## config.mk

```make
export PLATFORM = sky130hd
export DESIGN_NAME = bus_cycle_seq
export DESIGN_NICKNAME = d
export VERILOG_FILES = /design/src/rtl/bcs_pkg.sv /design/src/rtl/bcs_wait_ctrl.sv /design/src/rtl/bcs_strobe_gen.sv /design/src/rtl/bcs_data_path.sv /design/src/rtl/bus_cycle_seq.sv
export SDC_FILE = /design/constraint.sdc
export NUM_CORES = 1
export LEC_CHECK = 0
export BUFFER_PORTS_ARGS = -buffer_cell sky130_fd_sc_hd__buf_2
export CORE_ASPECT_RATIO = 0.7
export CORE_UTILIZATION = 30
export CTS_BUF_LIST = sky130_fd_sc_hd__clkbuf_16
export DETAILED_ROUTE_END_ITERATION = 10
export SLEW_MARGIN = 30
export SYNTH_ARGS = -nofsm -noshare
export SYNTH_HDL_FRONTEND = slang
export SYNTH_SLANG_ARGS = --single-unit
```

## constraint.sdc

```tcl
create_clock -name clk -period 1.75 [get_ports clk]
set_input_delay 0.35 -clock clk [delete_from_list [all_inputs] [get_ports clk]]
set_output_delay 0.35 -clock clk [all_outputs]
set_load 0.01 [all_outputs]
```

## src/rtl/bcs_pkg.sv

```systemverilog
package bcs_pkg;

  typedef enum logic [2:0] {
    BS_IDLE = 3'd0,
    BS_T1   = 3'd1,
    BS_T2   = 3'd2,
    BS_T3   = 3'd3,
    BS_T4   = 3'd4
  } bus_phase_e;

endpackage

```

## src/rtl/bcs_wait_ctrl.sv

```systemverilog
module bcs_wait_ctrl #(
  parameter int WAIT_W = 2
) (
  input  logic              clk,
  input  logic              rst_n,
  input  logic              at_t2,
  input  logic              at_t3,
  input  logic              extend_en,
  input  logic [WAIT_W-1:0] wait_n,
  input  logic              cwait_n,
  output logic              stretch
);

  localparam int CNT_W = WAIT_W;

  logic [CNT_W-1:0] wcnt_q, wcnt_d, preset;
  logic             cwpend_q, cwpend_d;
  logic             inwait_q, inwait_d;

  // active-low binary weighted preload, forced to zero for fixed-length cycles
  assign preset = extend_en ? CNT_W'(~wait_n) : '0;

  assign stretch = at_t3 && ((wcnt_q != '0) || cwpend_q ||
                             (inwait_q && extend_en && !cwait_n));

  always_comb begin
    wcnt_d   = wcnt_q;
    cwpend_d = cwpend_q;
    inwait_d = inwait_q;
    if (at_t2) begin
      wcnt_d   = preset;
      cwpend_d = extend_en && !cwait_n && (preset == '0);
      inwait_d = 1'b0;
    end else if (at_t3) begin
      if (wcnt_q != '0) wcnt_d = wcnt_q - CNT_W'(1);
      cwpend_d = 1'b0;
      inwait_d = stretch;
    end
  end

  always_ff @(posedge clk or negedge rst_n) begin
    if (!rst_n) begin
      wcnt_q   <= '0;
      cwpend_q <= 1'b0;
      inwait_q <= 1'b0;
    end else if (at_t2 || at_t3) begin
      wcnt_q   <= wcnt_d;
      cwpend_q <= cwpend_d;
      inwait_q <= inwait_d;
    end
  end

  // a pending preload is consumed one wait at a time
  p_wcnt_dec_r4: assert property (@(posedge clk) disable iff (!rst_n)
    (at_t3 && wcnt_q != '0) |=> (at_t3 && wcnt_q == $past(wcnt_q) - CNT_W'(1)));

  // an active continuous-wait reading after a wait keeps the cycle in T3
  p_cwait_hold_r6: assert property (@(posedge clk) disable iff (!rst_n)
    (at_t3 && inwait_q && extend_en && wcnt_q == '0 && !cwait_n) |=> at_t3);

  // a fixed-length cycle leaves its single T3 without stretching
  p_noext_r7: assert property (@(posedge clk) disable iff (!rst_n)
    (at_t2 && !extend_en) |=> (at_t3 && !stretch));

endmodule

```

## src/rtl/bcs_strobe_gen.sv

```systemverilog
module bcs_strobe_gen
  import bcs_pkg::*;
(
  input  logic       clk,
  input  logic       rst_n,
  input  bus_phase_e phase,
  input  logic       is_write,
  output logic       tso,
  output logic       rd,
  output logic       wr,
  output logic       dbe
);

  logic active;
  logic dbe_off_q;

  assign active = (phase == BS_T2) || (phase == BS_T3);
  assign tso    = active;
  assign rd     = active && !is_write;
  assign wr     = active && is_write;

  // set on the falling edge inside T4 to end the buffer enable half a cycle late
  always_ff @(negedge clk or negedge rst_n) begin
    if (!rst_n) dbe_off_q <= 1'b0;
    else        dbe_off_q <= (phase == BS_T4);
  end

  assign dbe = active || ((phase == BS_T4) && !dbe_off_q);

  // control outputs are flat across repeated T3 phases
  p_flat_r3: assert property (@(posedge clk) disable iff (!rst_n)
    (phase == BS_T3 && $past(phase) == BS_T3) |-> $stable({tso, rd, wr, dbe}));

  // strobes and timing flag are off throughout T4
  p_t4_off_r8: assert property (@(posedge clk) disable iff (!rst_n)
    (phase == BS_T4) |-> (!tso && !rd && !wr));

endmodule

```

## src/rtl/bcs_data_path.sv

```systemverilog
module bcs_data_path
  import bcs_pkg::*;
#(
  parameter int AD_W = 16
) (
  input  logic            clk,
  input  logic            rst_n,
  input  bus_phase_e      phase,
  input  logic            is_write,
  input  logic            capture,
  input  logic [AD_W-1:0] addr,
  input  logic [AD_W-1:0] wdata,
  input  logic [AD_W-1:0] ad_i,
  output logic [AD_W-1:0] ad_o,
  output logic            ad_oe,
  output logic [AD_W-1:0] rdata
);

  logic [AD_W-1:0] rdata_q;
  logic            cap_en;
  logic            data_phase;

  assign data_phase = (phase == BS_T2) || (phase == BS_T3) || (phase == BS_T4);
  assign ad_o  = (phase == BS_T1) ? addr : wdata;
  assign ad_oe = (phase == BS_T1) || (data_phase && is_write);

  assign cap_en = capture && !is_write;

  always_ff @(posedge clk or negedge rst_n) begin
    if (!rst_n)      rdata_q <= '0;
    else if (cap_en) rdata_q <= ad_i;
  end

  assign rdata = rdata_q;

  // the read word only changes on the edge that closes a read
  p_rdata_hold_r9: assert property (@(posedge clk) disable iff (!rst_n)
    !cap_en |=> $stable(rdata_q));

endmodule

```

## src/rtl/bus_cycle_seq.sv

```systemverilog
module bus_cycle_seq
  import bcs_pkg::*;
#(
  parameter int AD_W   = 16,
  parameter int WAIT_W = 2
) (
  input  logic              clk,
  input  logic              rst_n,
  input  logic              req_i,
  input  logic              req_write_i,
  input  logic              req_noext_i,
  input  logic [AD_W-1:0]   req_addr_i,
  input  logic [AD_W-1:0]   req_wdata_i,
  input  logic [WAIT_W-1:0] wait_n_i,
  input  logic              cwait_n_i,
  input  logic [AD_W-1:0]   ad_i,
  output logic [AD_W-1:0]   ad_o,
  output logic              ad_oe_o,
  output logic              tso_o,
  output logic              rd_o,
  output logic              wr_o,
  output logic              dbe_o,
  output logic              busy_o,
  output logic              done_o,
  output logic [AD_W-1:0]   rdata_o
);

  bus_phase_e      phase_q, phase_d;
  logic            accept;
  logic            stretch;
  logic            write_q, noext_q;
  logic [AD_W-1:0] addr_q, wdata_q;

  assign accept = (phase_q == BS_IDLE) && req_i;

  always_comb begin
    phase_d = phase_q;
    unique case (phase_q)
      BS_IDLE: if (req_i) phase_d = BS_T1;
      BS_T1:   phase_d = BS_T2;
      BS_T2:   phase_d = BS_T3;
      BS_T3:   phase_d = stretch ? BS_T3 : BS_T4;
      BS_T4:   phase_d = BS_IDLE;
      default: phase_d = BS_IDLE;
    endcase
  end

  always_ff @(posedge clk or negedge rst_n) begin
    if (!rst_n) phase_q <= BS_IDLE;
    else        phase_q <= phase_d;
  end

  always_ff @(posedge clk or negedge rst_n) begin
    if (!rst_n) begin
      write_q <= 1'b0;
      noext_q <= 1'b0;
      addr_q  <= '0;
      wdata_q <= '0;
    end else if (accept) begin
      write_q <= req_write_i;
      noext_q <= req_noext_i;
      addr_q  <= req_addr_i;
      wdata_q <= req_wdata_i;
    end
  end

  bcs_wait_ctrl #(.WAIT_W(WAIT_W)) u_wait (
    .clk       (clk),
    .rst_n     (rst_n),
    .at_t2     (phase_q == BS_T2),
    .at_t3     (phase_q == BS_T3),
    .extend_en (!noext_q),
    .wait_n    (wait_n_i),
    .cwait_n   (cwait_n_i),
    .stretch   (stretch)
  );

  bcs_strobe_gen u_strobe (
    .clk      (clk),
    .rst_n    (rst_n),
    .phase    (phase_q),
    .is_write (write_q),
    .tso      (tso_o),
    .rd       (rd_o),
    .wr       (wr_o),
    .dbe      (dbe_o)
  );

  bcs_data_path #(.AD_W(AD_W)) u_data (
    .clk      (clk),
    .rst_n    (rst_n),
    .phase    (phase_q),
    .is_write (write_q),
    .capture  ((phase_q == BS_T3) && !stretch),
    .addr     (addr_q),
    .wdata    (wdata_q),
    .ad_i     (ad_i),
    .ad_o     (ad_o),
    .ad_oe    (ad_oe_o),
    .rdata    (rdata_o)
  );

  assign busy_o = (phase_q != BS_IDLE);
  assign done_o = (phase_q == BS_T4);

  // an idle request opens T1, and T1 always hands over to T2
  p_accept_r2: assert property (@(posedge clk) disable iff (!rst_n)
    (phase_q == BS_IDLE && req_i) |=> (phase_q == BS_T1));
  p_t1_t2_r2: assert property (@(posedge clk) disable iff (!rst_n)
    (phase_q == BS_T1) |=> (phase_q == BS_T2));

  // requests during an access neither restart it nor alter its attributes
  p_busy_ignore_r11: assert property (@(posedge clk) disable iff (!rst_n)
    busy_o |=> ($stable(addr_q) && $stable(write_q) && phase_q != BS_T1));

  // completion is a single-cycle pulse
  p_done_pulse_r9: assert property (@(posedge clk) disable iff (!rst_n)
    done_o |=> !done_o);

endmodule

```

Word-level counts from Yosys, hierarchy flattened
Index checks and enable logic that the tools add are counted.
W data, S select, Z words.
{"block": "totals", "register_bits": 58}
{"block": "classes", "add_sub_neg": 1, "n_eq_ne": 5, "muxes": 12, "bitwise_logic": 1, "n_reduce_logical": 31}
{"operator": "$mux W16", "count": 1}
{"operator": "$logic_and A1 B1 Y1", "count": 12}
{"operator": "$pmux W3 S4", "count": 1}
{"operator": "$mux W2", "count": 4}
{"operator": "$eq A3 B2 Y1 const B", "count": 2}
{"operator": "$logic_or A1 B1 Y1", "count": 6}
{"operator": "$mux W3", "count": 2}
{"operator": "$reduce_bool A2 Y1", "count": 3}
{"operator": "$logic_not A1 Y1", "count": 5}
{"operator": "$mux W1", "count": 4}
{"operator": "$eq A3 B1 Y1 const B", "count": 1}
{"operator": "$eq A3 B3 Y1 const B", "count": 1}
{"operator": "$logic_not A3 Y1", "count": 1}
{"operator": "$reduce_and A3 Y1", "count": 1}
{"operator": "$reduce_bool A3 Y1", "count": 1}
{"operator": "$logic_not A2 Y1", "count": 1}
{"operator": "$ne A2 B2 Y1 const B", "count": 1}
{"operator": "$not A2 Y2", "count": 1}
{"operator": "$reduce_and A2 Y1", "count": 1}
{"operator": "$sub A2 B1 Y2 const B", "count": 1}

Longest topological paths before layout
{"block": "logic_depth", "depth_word": 8, "mapped_depth": 6}

Cells and area by module
A second synthesis with hierarchy kept.
{"block": "hier_totals", "cells_unflattened": 179, "area_unflattened_um2": 2581.2}
{"mod": "bus_cycle_seq", "n_inst": 1, "cells_each": 92, "area_each_um2": 1438.9}
{"mod": "bcs_data_path", "n_inst": 1, "cells_each": 56, "area_each_um2": 835.8}
{"mod": "bcs_wait_ctrl", "n_inst": 1, "cells_each": 24, "area_each_um2": 234.0}
{"mod": "bcs_strobe_gen", "n_inst": 1, "cells_each": 7, "area_each_um2": 72.6}

==> flow_summary_export.csv <==
group,metric,value,unit
place,gp_congestion,0.756,
grt,grt_pass1_wl,9680,um
grt,grt.overflow.total,0,
finish,diodes,0,
worst_setup_path,critPathRequiredTime,1.40,ns
die,initial_utilization,0.318,
clock_tree,path_clk_slew,0.05,ns
die,die_y,79.4,um
worst_setup_path,end_kind,"output port",
worst_setup_path,path_class,"flip-flop to output port",
die,die_w,113,um
synth,ys_ff_latch,58,
finish,multi_input_area,1290,um2
die,core_region_area,8070,um2
grt,grt_use_total,0.144,
place,io_buffers,94,
clock_tree,htreeDepth,3,
clock_tree,worstSkewPairLatency,0.33,ns
job,cap_violations,0,
finish,final_common_cell,"buf_2",
finish,drive_gt1_frac,0.703,
grt,grt_max_degree,58,
clock_tree,cts_hold_buf,0,
power,leakage,2.01,nW
route,viasPerCell,4.64,
worst_setup_path,critPathBufInv,1,
status,status,"finished with violations",
power,irDropWorstVdd,1.19,mV
timing,timing.final.ws_setup,-0.375,ns
timing,skew,0.00723,ns
finish,layout_common_cells,"buf_2 (76), mux2_4 (67), dfrtp_1 (55)",
clock_tree,cts_num_sinks,58,
synth,synth_fp_nets,235,
finish,fillers,707,
route,vias,1875,
grt,antenna_found_initial,0,
timing,hold_violations,0,
grt,grt_pass1_vias,1938,
finish,fin_nets,355,
worst_setup_path,timing.critical_path.max_delay_family,"flip-flops",
finish,regArea,1450,um2
clock_tree,clockBufferDepth,2,
synth,yosysUniqueCellTypes,32,
status,violations,"negative setup slack",
die,rows,27,
timing,rsz0062_at_grt,"yes",
synth,syn_avg_cell_area,14.4,um2
synth,ys_seq_area_frac,0.565,
die,ios,95,
route,drcViolationCount,0,
worst_setup_path,arrival,1.77,ns
worst_setup_path,cp-start-kind,"flip-flop",
route,wl_per_cell,16.6,um
worst_setup_path,cpPeakStageDelay,0.38,ns
die,die_area,8940,um2
place,dp_hpwl,3890,um
clock_tree,numCtsBuffers,9,
route,firstDrtPassIters,5,
min_path,hp-class,"primary input to asynchronous set/reset pin",
clock_tree,cts_tree,"built",
worst_setup_path,path_cells,"o21ai_1, buf_2",
synth,syn_area,2570,um2
synth,netlist_instances,178,
timing,drv_slew,0,
finish,syn_to_final_growth,60.4,%
power,finalPower,8.79,mW
timing,slew_headroom,0.508,
clock_tree,root_buffer,"clkbuf_16",
worst_setup_path,cp_max_fo,1,
place,pre_cts_ws,-0.0316,ns
route,drt_iter0_markers,51,
timing,tightest_slew,0.738,ns
worst_setup_path,slowest_stage,"dfrtn_1",
synth,synth_warnings,0,
timing,setup_viol,70,
route,routed_wl,6690,um
route,ant_nets,0,
power,p_per_area,2130,nW/um2
what timing repair did:
| action | in CTS | in global routing |
|---|---|---|
| gates cloned | 0 | 5 |
| setup buffers | 4 | 3 |
| gates resized for setup | 53 | 48 |
| pin swaps | 4 | 2 |
| endpoints found under the setup margin | 19 | 72 |
metal layers:
metal	part of all wire	vias to the layer above	GRT usage	routed length, um
li1	-	877	-	-
met1	0.49	935	0.181	3300
met2	0.43	57	0.215	2890
met3	0.065	6	0.0737	438
met4	0.0088	0	0.0480	59
met5	0	-	0	0
cell families (layout without fill, tap and decap cells):
family,after synthesis,in the layout,synth area share
buffers and inverters,14,139,0.0370
adder cells (fa/ha/maj),1,1,0.00487
AO/OA/AOI/OAI,12,12,0.0292
AND/OR/NAND/NOR,26,26,0.0701
flip-flops,58,58,0.565
multiplexers,67,67,0.294
worst paths after layout:
kind,from,to,slack [ns],cells after the start
max,u_strobe.dbe_off_q,dbe_o,-0.37,2
min,rst_n,u_wait.inwait_q,0.19,2
max reg2reg,phase_q[2],noext_q,-0.12,7
min reg2reg,u_wait.inwait_q,u_wait.inwait_q,0.47,2
max in group asynchronous,rst_n,phase_q[1],1.02,2
min in group clk,req_addr_i[9],addr_q[9],0.25,2
worst register-to-register path, stage by stage (launching register included):
cell and delay, ns:
dfrtp_2 0.43, buf_6 0.13, buf_6 0.12, or3_4 0.36, nor2_4 0.11, buf_12 0.15, clkbuf_16 0.17, mux2_4 0.30
metrics by stage:
stage,util,instance area (um2),hold slack (ns),std cells,TNS (ns)
detailed placement,0.400,3230,0.476,376,-0.165
finish,0.510,4120,0.188,404,-9.19
floorplan,-,2580,0.0544,178,-0.0600
CTS,0.470,3790,0.231,396,-7.60
global placement,0.400,3230,0.456,376,-0.0943
global route,0.510,4120,0.240,404,-12.98
cell type report:
type | instances | share of cell area
Inverter | 5 | 0.00516
Multi-Input combinational cell | 106 | 0.314
Clock buffer | 9 | 0.0547
Sequential cell | 58 | 0.353
Timing Repair Buffer | 118 | 0.222
Tap cell | 101 | 0.0307
Clock inverter | 7 | 0.0203
state kept, by name, summed over array words and instances, names as in the netlist:
signal / flops
u_wait.inwait_q: 1
u_strobe.dbe_off_q: 1
phase_q: 3
noext_q: 1
write_q: 1
u_wait.wcnt_q: 2
u_data.rdata: 16
addr_q: 16
u_wait.cwpend_q: 1
wdata_q: 16
cell usage after synthesis, drive strengths merged:
master / n / area (um2)
a221o: 1 / 10.0
a21oi: 3 / 15.0
o22ai: 1 / 6.26
nor4b: 1 / 8.76
nor2: 5 / 26.3
nor3b: 2 / 25.0
clkbuf: 2 / 7.51
o21ai: 3 / 15.0
mux2: 67 / 754
ha: 1 / 12.5
o21bai: 2 / 15.0
or2: 1 / 6.26
or3: 1 / 11.3
buf: 7 / 68.8
nor4: 2 / 27.5
and2: 1 / 6.26
nor3: 2 / 10.0
nand3b: 1 / 7.51
a31oi: 1 / 6.26
nand2: 7 / 26.3
inv: 5 / 18.8
nand2b: 2 / 20.0
dfrtn: 1 / 25.0
dfrtp: 57 / 1430
o31ai: 1 / 7.51
nand3: 1 / 5.00
report_power, final:
part | switching, mW | internal, mW
Clock | 0.600 | 1.23
Sequential | 0.419 | 2.03
Combinational | 1.64 | 2.87
Total | 2.66 | 6.13
No activity file was read; power rests on OpenSTA's default activity.
